File: src/rtl/zbt_sram_ctrl.sv
module zbt_sram_ctrl #(
  parameter int BYTE_AW = 23,
  parameter int DW      = 32,
  parameter int MAX_OUT = 64,
  localparam int BE_W   = DW / 8,
  localparam int WA_W   = BYTE_AW - $clog2(BE_W),
  localparam int CNT_W  = $clog2(MAX_OUT + 1)
) (
  input  logic               clk,
  input  logic               rst,
  input  logic               req_valid,
  output logic               req_ready,
  input  logic               req_write,
  input  logic [BYTE_AW-1:0] req_addr,
  input  logic [DW-1:0]      req_wdata,
  input  logic [BE_W-1:0]    req_be,
  output logic               rsp_valid,
  output logic [DW-1:0]      rsp_rdata,
  output logic [WA_W-1:0]    sram_addr,
  output logic [BE_W-1:0]    sram_bw_n,
  output logic               sram_we_n,
  output logic               sram_oe_n,
  output logic               sram_cs_n,
  output logic [DW-1:0]      sram_dq_out,
  output logic               sram_dq_oe,
  input  logic [DW-1:0]      sram_dq_in
);

  logic             s0_vld, s0_wr, s1_vld, s1_wr, s2_vld, s2_wr;
  logic [DW-1:0]    s0_wd, s1_wd, s2_wd;
  logic [CNT_W-1:0] rd_cnt;
  logic             accept, take_rd, s2_rd;
  logic             unused_lsb;

  assign accept     = req_valid & req_ready;
  assign take_rd    = accept & ~req_write;
  assign s2_rd      = s2_vld & ~s2_wr;
  assign req_ready  = rd_cnt < CNT_W'(MAX_OUT);
  assign unused_lsb = ^req_addr[BYTE_AW-WA_W-1:0];

  always_ff @(posedge clk) begin
    if (rst) begin
      s0_vld    <= 1'b0;
      s0_wr     <= 1'b0;
      s0_wd     <= '0;
      sram_addr <= '0;
      sram_we_n <= 1'b1;
      sram_bw_n <= '1;
    end else begin
      s0_vld    <= accept;
      s0_wr     <= req_write;
      s0_wd     <= req_wdata;
      sram_addr <= accept ? req_addr[BYTE_AW-1 -: WA_W] : sram_addr;
      sram_we_n <= ~(accept & req_write);
      sram_bw_n <= (accept & req_write) ? ~req_be : '1;
    end
  end

  always_ff @(posedge clk) begin
    if (rst) begin
      s1_vld <= 1'b0;
      s2_vld <= 1'b0;
      s1_wr  <= 1'b0;
      s2_wr  <= 1'b0;
      s1_wd  <= '0;
      s2_wd  <= '0;
    end else begin
      s1_vld <= s0_vld;
      s1_wr  <= s0_wr;
      s1_wd  <= s0_wd;
      s2_vld <= s1_vld;
      s2_wr  <= s1_wr;
      s2_wd  <= s1_wd;
    end
  end

  assign sram_cs_n   = ~(s0_vld | (s1_vld & ~s1_wr) | s2_rd);
  assign sram_oe_n   = ~s2_rd;
  assign sram_dq_oe  = s2_vld & s2_wr;
  assign sram_dq_out = s2_wd;

  always_ff @(posedge clk) begin
    if (rst) begin
      rsp_valid <= 1'b0;
      rsp_rdata <= '0;
      rd_cnt    <= '0;
    end else begin
      rsp_valid <= s2_rd;
      if (s2_rd) rsp_rdata <= sram_dq_in;
      rd_cnt <= rd_cnt + CNT_W'(take_rd) - CNT_W'(rsp_valid);
    end
  end

endmodule

File: config.mk
export PLATFORM = sky130hd
export DESIGN_NAME = zbt_sram_ctrl
export DESIGN_NICKNAME = d
export VERILOG_FILES = /design/src/rtl/zbt_sram_ctrl.sv
export SDC_FILE = /design/constraint.sdc
export NUM_CORES = 1
export LEC_CHECK = 0
export BUFFER_PORTS_ARGS = -buffer_cell sky130_fd_sc_hd__buf_4
export CAP_MARGIN = 25
export CORE_MARGIN = 4
export CORE_UTILIZATION = 52
export CTS_CLUSTER_SIZE = 16
export DETAILED_ROUTE_END_ITERATION = 8
export PLACE_DENSITY = 0.84
export SETUP_SLACK_MARGIN = 0.05
export SYNTH_ARGS = -nofsm -noshare
export SYNTH_HDL_FRONTEND = slang
export SYNTH_SLANG_ARGS = --single-unit
File: constraint.sdc
create_clock -name clk -period 4.65 [get_ports clk]
set_clock_uncertainty 0.1 [all_clocks]
set_input_delay 0 -clock clk [delete_from_list [all_inputs] [get_ports clk]]
set_output_delay 0 -clock clk [all_outputs]
set_load 0.02 [all_outputs]
== Word-level counts from Yosys, hierarchy flattened ==
Cells that the tools add are included.
Word-level totals
  register bits: 168
  logic and storage cells: 34
  input port bits: 95
  output and inout port bits: 95
Operators by class
  bitwise gates (word level): 15
  add/subtract/negate cells: 2
  order comparisons: 1
  reduce and logical (&&, ||, !) cells: 1
Operator list (count)
  7-bit by 1-bit adder with 7-bit output: 1
  7-bit less-than comparator (second input constant): 1
  7-bit by 1-bit subtractor with 7-bit output: 1
  1-bit AND: 6
  1-bit inverter: 6
  4-bit inverter: 1
  1-bit OR: 2
  2-bit OR reduction: 1

== Longest topological paths before layout ==
Gate-level depths: netlist of run 1.
  depth after elaboration: 5
  gate-level depth with buffers: 9
  depth with buffers taken out: 9

== Least setup slack after synthesis of run 1 ==
No wires, ideal clock.
  path type: register to register
  from: reg rd_cnt[6]
  to: reg rd_cnt[6]
  setup time: 0.128 ns
  data required time: 4.422 ns
  path buffers: 0
  clock period less this slack: 2.245 ns
  path slack: 2.405 ns
  cell stages (with the launch flop): 10
  arrival: 2.018 ns
  cell sequence: dfxtp_1 > nor2b_1 > nand2b_1 > ha_1 > inv_1 > ha_1 > fa_1 > a211oi_1 > or4_1 > nand4_1
On the way
  cells in the longest elaborated chain, start to end: 5
RTL lines
  start: declaration: RTL line 31  | logic [CNT_W-1:0] rd_cnt;
  start signal: assignment: RTL line 90  | rd_cnt <= rd_cnt + CNT_W'(take_rd) - CNT_W'(rsp_valid);
  7-bit less-than comparator: RTL line 38  | assign req_ready = rd_cnt < CNT_W'(MAX_OUT);
  1-bit AND: RTL line 35  | assign accept = req_valid & req_ready;
  1-bit AND: RTL line 36  | assign take_rd = accept & ~req_write;
  7-bit by 1-bit adder with 7-bit output *: RTL line 90
  7-bit by 1-bit subtractor with 7-bit output *: RTL line 90
Every way passes the cells marked *; elsewhere a longest branch is shown, timed or not.
A chain may end at the register's enable or synchronous reset.

== Worst setup path after layout of run 1 ==
Same ends and word-level chain as after synthesis.

==> results of run 1 <==
==> stage by stage <==
stage                     std cells  total power [mW]  hold slack [ns]  instance area, um^2
after floorplan                 524              1.92          -0.0381                 5220
after global placement          818              2.09           0.0617                 6690
after detailed placement        818              2.12           0.0718                 6690
after CTS                       969              3.59           0.0154                 8460
after global routing            971              3.80           0.0650                 8470
final                           971              3.70           0.0678                 8470
==> area by class of cell <==
type                            instances  area share [%]
Sequential cell                       168            39.7
Timing Repair Buffer                  309            30.9
Multi-Input combinational cell        316            20.0
Clock buffer                           17            4.89
Tap cell                              133            1.97
Clock inverter                         15            1.95
Inverter                               11           0.488
Antenna cell                            2          0.0591
==> metal layers <==
metal | share of wire [%] | vias up | wire length (um)
met4 | 6.8 | 0 | 1290
met1 | 34 | 2387 | 6400
li1 | - | 2253 | -
met5 | 0 | - | 0
met2 | 50 | 444 | 9450
met3 | 10 | 119 | 1940
==> worst max path at each step <==
stage	from	end	slack [ns]	cells after the start
4_1_cts	rd_cnt[6]	rd_cnt[6]	1.97	10
5_1_grt	rd_cnt[6]	rd_cnt[6]	1.49	10
3_5_place_dp	rd_cnt[6]	rd_cnt[6]	2.02	10
6_report	rd_cnt[6]	rd_cnt[6]	1.38	10
2_1_floorplan	rd_cnt[6]	rd_cnt[6]	2.40	9
3_3_place_gp	rd_cnt[6]	rd_cnt[6]	2.14	10
==> critical path, delay by kind of cell (launching register included) <==
family	cells	cell delay (ns)
AND/OR/NAND/NOR	3	0.40
AO/OA/AOI/OAI	2	0.96
buffers and inverters	2	0.33
adder cells (fa/ha/maj)	3	1.01
flip-flops	1	0.39
==> flip-flops by register name (all words and copies together), names as in the netlist, 4 cells and up <==
name         cells
s0_wd           32
sram_bw_n        4
sram_dq_out     32
s1_wd           32
rd_cnt           7
rsp_rdata       32
sram_addr       21
==> what timing repair did <==
action | CTS | global route
hold endpoints to repair | 99 | 0
setup endpoints to repair | 0 | 0
gates resized for setup | 0 | 0
hold buffers | 119 | 0
==> cells in the final DEF, fill, tap and decap left out, drive strengths merged <==
| cell | Yosys | final |
|---|---|---|
| a311oi | 1 | 1 |
| nor4b | 1 | 1 |
| nand2 | 112 | 112 |
| a211oi | 4 | 4 |
| dfxtp | 168 | 168 |
| nor2b | 106 | 106 |
| nor3 | 5 | 5 |
| clkbuf | 13 | 17 |
| o211ai | 1 | 1 |
| o21ai | 2 | 2 |
| clkinv | 0 | 3 |
| xnor2 | 2 | 2 |
| nor3b | 1 | 1 |
| or2 | 1 | 1 |
| clkinvlp | 0 | 2 |
| or4 | 2 | 2 |
| diode | 0 | 2 |
| and2 | 2 | 2 |
| fa | 1 | 1 |
| nor2 | 6 | 6 |
| a21oi | 53 | 53 |
| nand2b | 4 | 4 |
| buf | 16 | 190 |
| ha | 7 | 7 |
| nand4 | 1 | 1 |
| a21o | 2 | 2 |
| o311ai | 1 | 1 |
| bufinv | 0 | 2 |
| dlygate4sd3 | 0 | 119 |
| inv | 11 | 19 |
| a211o | 1 | 1 |
==> cells by family (layout without fill, tap and decap cells) <==
family / count (synthesis) / in the layout / share of synthesized area [%]
other: 0 / 2 / 0
buffers and inverters: 40 / 352 / 3.21
AOI/OAI and AO/OA: 65 / 65 / 6.78
DFF: 168 / 168 / 64.4
and+or+nand+nor: 241 / 241 / 23.2
xor gates and xnor gates: 2 / 2 / 0.335
adders and majority gates: 8 / 8 / 2.06
==> power by group <==
group | internal (mW) | total [mW] | leakage, nW | switching, mW
logic | 0.323 | 0.709 | 1.97 | 0.386
registers | 1.53 | 1.58 | 1.38 | 0.0542
clock network | 0.780 | 1.40 | 0.284 | 0.621
total | 2.63 | 3.70 | 3.63 | 1.06
==> impl_metrics.prom, run 1 <==
# TYPE chip_impl_metric gauge
chip_impl_metric{name="netlist-cell-type-count",unit=""} 28
chip_impl_info{name="cpMostUsedCell",value="ha_1"} 1
chip_impl_metric{name="final_max_slew_viol_count",unit=""} 0
chip_impl_metric{name="timing.reg2reg.worst_path_depth",unit=""} 10
chip_impl_metric{name="sequential_cell_area",unit="mm^2"} 0.00336
chip_impl_info{name="timing.setup.critical_path_class",value="flip-flop to flip-flop"} 1
chip_impl_metric{name="grt.overflow.total",unit=""} 0
chip_impl_metric{name="netlist.area_leader.share",unit="%"} 64.4
chip_impl_info{name="yosys_most_used_dff",value="dfxtp_1"} 1
chip_impl_metric{name="multi_input_area",unit="mm^2"} 0.00169
chip_impl_metric{name="drt-wirelength-per-cell",unit="um"} 19.7
chip_impl_metric{name="detail_route.first_pass.iterations",unit=""} 8
chip_impl_metric{name="clk_latency",unit="ns"} 0.52
chip_impl_info{name="post-synth-top-count-cell",value="dfxtp_1"} 1
chip_impl_metric{name="gr-usage-all-layers",unit="%"} 32.7
chip_impl_metric{name="ant_nets_after_route",unit=""} 0
chip_impl_metric{name="reg2reg_setup_slack",unit="ns"} 1.38
chip_impl_metric{name="route.vias.total",unit=""} 5203
chip_impl_metric{name="area.growth.synth_to_final",unit="%"} 62.1
chip_impl_metric{name="pin_count_of_the_biggest_net_entering_global_routing",unit=""} 100
chip_impl_metric{name="cts_setup_buffers",unit=""} 0
chip_impl_info{name="timing.critical_path.slowest_stage_cell",value="a211oi_1"} 1
chip_impl_metric{name="drt-initial-drc-count",unit=""} 571
chip_impl_metric{name="crit_path_max_fanout",unit=""} 23
chip_impl_info{name="min-delay-path-class",value="input port to flip-flop"} 1
chip_impl_metric{name="die_h",unit="um"} 108
chip_impl_metric{name="cts-root-to-sink-buffers",unit=""} 2
chip_impl_info{name="cp-end-kind",value="flip-flop"} 1
chip_impl_metric{name="avgViaCountPerCell",unit=""} 5.36
chip_impl_metric{name="synthCells",unit=""} 524
chip_impl_metric{name="final_nets",unit=""} 926
chip_impl_info{name="run_status",value="complete, no violations"} 1
chip_impl_metric{name="route.final.wire_length",unit="mm"} 19.1
chip_impl_info{name="rsz0062_at_grt",value="no"} 1
chip_impl_metric{name="fin_setup_tns",unit="ns"} 0
chip_impl_metric{name="cts-buffers-inserted",unit=""} 17
chip_impl_metric{name="relSlewSlack",unit="%"} 30.8
chip_impl_metric{name="finalWorstPathRequiredPeriod",unit="ns"} 3.27
chip_impl_metric{name="yosys_register_bits",unit=""} 168
chip_impl_metric{name="clk_pin_slew_worst_paths",unit="ns"} 0.08
chip_impl_info{name="crit-reg2reg-launch",value="rd_cnt[6]"} 1
chip_impl_metric{name="global_route.usage.met1",unit="%"} 33.6
chip_impl_info{name="cp_cell_sequence",value="nor2b_1 -> buf_4 -> nand2b_1 -> ha_1 -> inv_1 -> ha_1 -> fa_1 -> a211oi_1 -> o211ai_1 -> nand4_1"} 1
chip_impl_metric{name="drc_errors_left",unit=""} 0
chip_impl_info{name="synth_common_cells",value="168 x dfxtp_1, 112 x nand2_1, 106 x nor2b_1"} 1
chip_impl_metric{name="critPathRequiredTime",unit="ns"} 5.01
chip_impl_info{name="tritoncts",value="done"} 1
chip_impl_metric{name="dp_hpwl",unit="mm"} 8.07
chip_impl_metric{name="synth_enable_flop_cells",unit=""} 0
chip_impl_metric{name="critPathArrivalTime",unit="ns"} 3.63
chip_impl_metric{name="die_x",unit="um"} 108
chip_impl_metric{name="drive_gt1_share",unit="%"} 26.9
chip_impl_metric{name="postLayoutCoreUtil",unit="%"} 86.6
chip_impl_metric{name="ctsHtreeMaxLevel",unit=""} 4
chip_impl_info{name="synth_top_cells_by_area",value="dfxtp_1 64%, nor2b_1 13%, nand2_1 8.0%, a21oi_1 5.1%, ha_1 1.7%"} 1
chip_impl_metric{name="grt_use_met3",unit="%"} 9.85
chip_impl_metric{name="synth_seq_area_share",unit="%"} 64.4
chip_impl_info{name="timing.hold.worst_endpoint",value="sram_addr[8]"} 1
chip_impl_metric{name="first_pass_grt_wire_length",unit="mm"} 28.8
chip_impl_metric{name="synth_warnings",unit=""} 0
chip_impl_metric{name="nFillCells",unit=""} 401
chip_impl_info{name="cts_root_buffer",value="clkbuf_8"} 1
chip_impl_metric{name="fmax",unit="MHz"} 306
chip_impl_metric{name="post-route-period-util",unit="%"} 70.3
chip_impl_metric{name="pwr_dens",unit="mW/mm^2"} 436
chip_impl_metric{name="p_leak",unit="nW"} 3.63
chip_impl_metric{name="placementRows",unit=""} 36
chip_impl_metric{name="core-area",unit="mm^2"} 0.00977
chip_impl_metric{name="antenna_violations_before_repair",unit=""} 2
chip_impl_metric{name="clock-sinks",unit=""} 168
chip_impl_info{name="launch_point_of_the_worst_hold_path",value="req_valid"} 1
chip_impl_metric{name="tightestPinTransition",unit="ns"} 1.04
chip_impl_metric{name="place_ws",unit="ns"} 2.02
chip_impl_info{name="grt_most_used_layer",value="met2"} 1
chip_impl_metric{name="io_pins",unit=""} 190
chip_impl_metric{name="finalSetupViolations",unit=""} 0
chip_impl_metric{name="finalHoldViolations",unit=""} 0
chip_impl_metric{name="vdd.ir_drop.worst",unit="uV"} 262
chip_impl_metric{name="i_o_buffers",unit=""} 187
chip_impl_metric{name="worst_path_largest_cell_delay",unit="ns"} 0.70
chip_impl_metric{name="floorplan.die_area",unit="mm^2"} 0.0117
chip_impl_info{name="synth_largest_area_cell",value="dfxtp_1"} 1
chip_impl_metric{name="min_delay_path_depth",unit=""} 5
chip_impl_info{name="worst_setup_path_start_kind",value="flip-flop"} 1
chip_impl_metric{name="grt_pass1_vias",unit=""} 5467
chip_impl_info{name="worstReg2RegEnd",value="rd_cnt[6]"} 1
chip_impl_metric{name="timing.final.ws_setup",unit="ns"} 1.38
chip_impl_metric{name="grt_util_met2",unit="%"} 57.4
chip_impl_metric{name="asyncSetResetFlopFracSynth",unit="%"} 0
chip_impl_metric{name="postSynthNetCount",unit=""} 627
chip_impl_metric{name="synth.avg_cell_area",unit="um^2"} 9.97
chip_impl_metric{name="synth_area",unit="mm^2"} 0.00522
chip_impl_metric{name="maxCapViolCount",unit=""} 0
chip_impl_metric{name="start_util",unit="%"} 53.4
chip_impl_metric{name="place_congestion",unit=""} 0.789
Power figures use the tool's default switching activity.
==> inputs of run 2 (changes only) <==
--- a/config.mk
+++ b/config.mk
@@ -8,10 +8,10 @@
 export BUFFER_PORTS_ARGS = -buffer_cell sky130_fd_sc_hd__buf_4
 export CAP_MARGIN = 25
 export CORE_MARGIN = 4
-export CORE_UTILIZATION = 52
+export CORE_UTILIZATION = 48
 export CTS_CLUSTER_SIZE = 16
 export DETAILED_ROUTE_END_ITERATION = 8
-export PLACE_DENSITY = 0.84
+export PLACE_DENSITY = 0.79
 export SETUP_SLACK_MARGIN = 0.05
 export SYNTH_ARGS = -nofsm -noshare
 export SYNTH_HDL_FRONTEND = slang
==> constraint.sdc (replaced) <==
create_clock -name clk -period 3.2 [get_ports clk]
set_clock_uncertainty 0.1 [all_clocks]
set_input_delay 0 -clock clk [delete_from_list [all_inputs] [get_ports clk]]
set_output_delay 0 -clock clk [all_outputs]
set_load 0.02 [all_outputs]
==> impl_metrics.prom, run 2 (same netlist as run 1, synthesis figures left out) <==
# TYPE chip_impl_metric gauge
chip_impl_info{name="run_status",value="complete, no violations"} 1
chip_impl_metric{name="tightestPinTransition",unit="ns"} 0.960
chip_impl_metric{name="pin_count_of_the_biggest_net_entering_global_routing",unit=""} 96
chip_impl_metric{name="finalWorstPathRequiredPeriod",unit="ns"} 2.58
chip_impl_metric{name="pwr_dens",unit="mW/mm^2"} 614
chip_impl_metric{name="drt-wirelength-per-cell",unit="um"} 17.7
chip_impl_metric{name="route.final.wire_length",unit="mm"} 17.3
chip_impl_metric{name="detail_route.first_pass.iterations",unit=""} 5
chip_impl_metric{name="clk_latency",unit="ns"} 0.52
chip_impl_info{name="timing.setup.critical_path_class",value="flip-flop to flip-flop"} 1
chip_impl_metric{name="cts-buffers-inserted",unit=""} 17
chip_impl_metric{name="postLayoutCoreUtil",unit="%"} 81.4
chip_impl_metric{name="finalSetupViolations",unit=""} 0
chip_impl_metric{name="final_max_slew_viol_count",unit=""} 0
chip_impl_metric{name="i_o_buffers",unit=""} 187
chip_impl_metric{name="report.power.total",unit="mW"} 5.23
chip_impl_metric{name="final_nets",unit=""} 933
chip_impl_metric{name="fmax",unit="MHz"} 387
chip_impl_info{name="path_delay_family",value="adder cells"} 1
chip_impl_metric{name="gr-usage-all-layers",unit="%"} 27.6
chip_impl_metric{name="ant_nets_after_route",unit=""} 0
chip_impl_metric{name="vdd.ir_drop.worst",unit="uV"} 376
chip_impl_info{name="rsz0062_at_grt",value="no"} 1
chip_impl_metric{name="first_pass_grt_wire_length",unit="mm"} 27.4
chip_impl_metric{name="worst_path_largest_cell_delay",unit="ns"} 0.46
chip_impl_metric{name="reg2reg_setup_slack",unit="ns"} 0.62
chip_impl_metric{name="area.growth.synth_to_final",unit="%"} 63.1
chip_impl_metric{name="die_h",unit="um"} 112
chip_impl_info{name="crit_end",value="rd_cnt[6]"} 1
chip_impl_metric{name="avgViaCountPerCell",unit=""} 5.09
chip_impl_metric{name="drt-initial-drc-count",unit=""} 421
chip_impl_metric{name="place_ws",unit="ns"} 0.863
chip_impl_info{name="worstReg2RegEnd",value="rd_cnt[6]"} 1
chip_impl_metric{name="timing.critical_path.depth",unit=""} 9
chip_impl_metric{name="hold_ws",unit="ns"} 0.0547
chip_impl_info{name="layout_common_cells",value="191 x buf_4, 168 x dfxtp_1, 125 x dlygate4sd3_1, 112 x nand2_1, 105 x nor2b_1"} 1
chip_impl_metric{name="nFillCells",unit=""} 528
chip_impl_metric{name="timing.final.ws_setup",unit="ns"} 0.618
chip_impl_info{name="crit-reg2reg-launch",value="rd_cnt[6]"} 1
chip_impl_metric{name="ctsHtreeMaxLevel",unit=""} 4
chip_impl_metric{name="stdcell_count",unit=""} 978
chip_impl_info{name="cp_cell_sequence",value="nor2b_1 -> nand2b_1 -> ha_1 -> inv_1 -> ha_1 -> fa_1 -> a211oi_1 -> or4_1 -> nand4_1"} 1
chip_impl_info{name="cpMostUsedCell",value="ha_1"} 1
chip_impl_metric{name="post-route-period-util",unit="%"} 80.7
chip_impl_info{name="layout_commonest_cell",value="buf_4"} 1
chip_impl_metric{name="detailed_place.area",unit="mm^2"} 0.00670
chip_impl_metric{name="clock-sinks",unit=""} 168
chip_impl_metric{name="floorplan.die_area",unit="mm^2"} 0.0126
chip_impl_info{name="tritoncts",value="done"} 1
chip_impl_metric{name="critPathRequiredTime",unit="ns"} 3.50
chip_impl_metric{name="cts-root-to-sink-buffers",unit=""} 2
chip_impl_metric{name="place_congestion",unit=""} 0.848
chip_impl_metric{name="crit_path_max_fanout",unit=""} 4
chip_impl_metric{name="route.vias.total",unit=""} 4978
chip_impl_metric{name="antenna_cells_inserted",unit=""} 0
chip_impl_metric{name="die_x",unit="um"} 112
chip_impl_info{name="crit_path_start",value="rd_cnt[6]"} 1
chip_impl_metric{name="start_util",unit="%"} 49.9
chip_impl_metric{name="post_cts.resized_instances",unit=""} 0
chip_impl_info{name="cts_root_buffer",value="clkbuf_8"} 1
chip_impl_metric{name="drive_gt1_share",unit="%"} 26.7
chip_impl_metric{name="post-route-cell-area",unit="mm^2"} 0.00852
chip_impl_metric{name="grt.overflow.total",unit=""} 0
chip_impl_info{name="timing.critical_path.slowest_stage_cell",value="fa_1"} 1
chip_impl_metric{name="clk_pin_slew_worst_paths",unit="ns"} 0.07
chip_impl_metric{name="placementRows",unit=""} 37
chip_impl_metric{name="io_pins",unit=""} 190
chip_impl_metric{name="p_leak",unit="nW"} 3.66
chip_impl_metric{name="dp_hpwl",unit="mm"} 8.16
chip_impl_metric{name="fin_setup_tns",unit="ns"} 0
chip_impl_metric{name="core-area",unit="mm^2"} 0.0105
chip_impl_metric{name="worstPathBufferInverterCount",unit=""} 1
chip_impl_metric{name="place_inst",unit=""} 822
chip_impl_info{name="cp-end-kind",value="flip-flop"} 1
chip_impl_metric{name="grt_pass1_vias",unit=""} 5450
chip_impl_metric{name="finalHoldViolations",unit=""} 0
chip_impl_metric{name="maxCapViolCount",unit=""} 0
chip_impl_metric{name="timing.reg2reg.worst_path_depth",unit=""} 9
chip_impl_metric{name="relSlewSlack",unit="%"} 36.0
chip_impl_metric{name="drc_errors_left",unit=""} 0
chip_impl_metric{name="critPathArrivalTime",unit="ns"} 2.88
chip_impl_info{name="min-delay-path-class",value="input port to flip-flop"} 1
chip_impl_metric{name="antenna_violations_before_repair",unit=""} 0
chip_impl_info{name="worst_setup_path_start_kind",value="flip-flop"} 1
[run 2: worst min-delay path by stage]
stage,start,to,slack [ns],cells after the start
2_1_floorplan,req_be[0],sram_bw_n[0],-0.04,1
3_3_place_gp,req_be[1],sram_bw_n[1],0.06,2
3_5_place_dp,req_be[3],sram_bw_n[3],0.06,2
4_1_cts,req_valid,sram_addr[14],0.006,5
5_1_grt,req_valid,sram_addr[14],0.06,5
6_report,req_valid,sram_addr[15],0.05,5
[run 2: final cells by class]
| type | count | area, um^2 | area share (%) |
|---|---|---|---|
| Multi-Input combinational cell | 316 | 1690 | 19.9 |
| Timing Repair Buffer | 316 | 2690 | 31.5 |
| Sequential cell | 168 | 3360 | 39.5 |
| Inverter | 11 | 41.3 | 0.485 |
| Clock buffer | 17 | 414 | 4.86 |
| Clock inverter | 14 | 151 | 1.78 |
| Tap cell | 136 | 170 | 2.00 |
[run 2: layer usage]
| layer | share of wire, % | vias up | wire length (um) | track usage (%) |
|---|---|---|---|---|
| met3 | 9.8 | 75 | 1700 | 9.49 |
| met4 | 5.0 | 0 | 869 | 16.8 |
| met2 | 49 | 328 | 8440 | 47.0 |
| met5 | 0 | - | 0 | 0 |
| li1 | - | 2263 | - | - |
| met1 | 37 | 2312 | 6330 | 29.4 |
[run 2: timing repair]
action,4_1_cts,5_1_grt
setup endpoints to repair,0,0
hold endpoints to repair,119,0
buffers inserted,0,0
hold buffers,125,0
[run 2: power breakdown]
group	internal (mW)	switching, mW	total, mW	leakage (nW)
Clock	1.11	0.845	1.96	0.263
Sequential	2.22	0.0732	2.30	1.38
Combinational	0.470	0.507	0.977	2.02
[run 2: worst register-to-register path, delay by kind of cell, from the launching register on]
kind / cells / cell delay, ns
compound gates: 1 / 0.43
fa+ha+maj: 3 / 0.98
buf+inv: 1 / 0.06
flops: 1 / 0.37
simple gates: 4 / 0.52
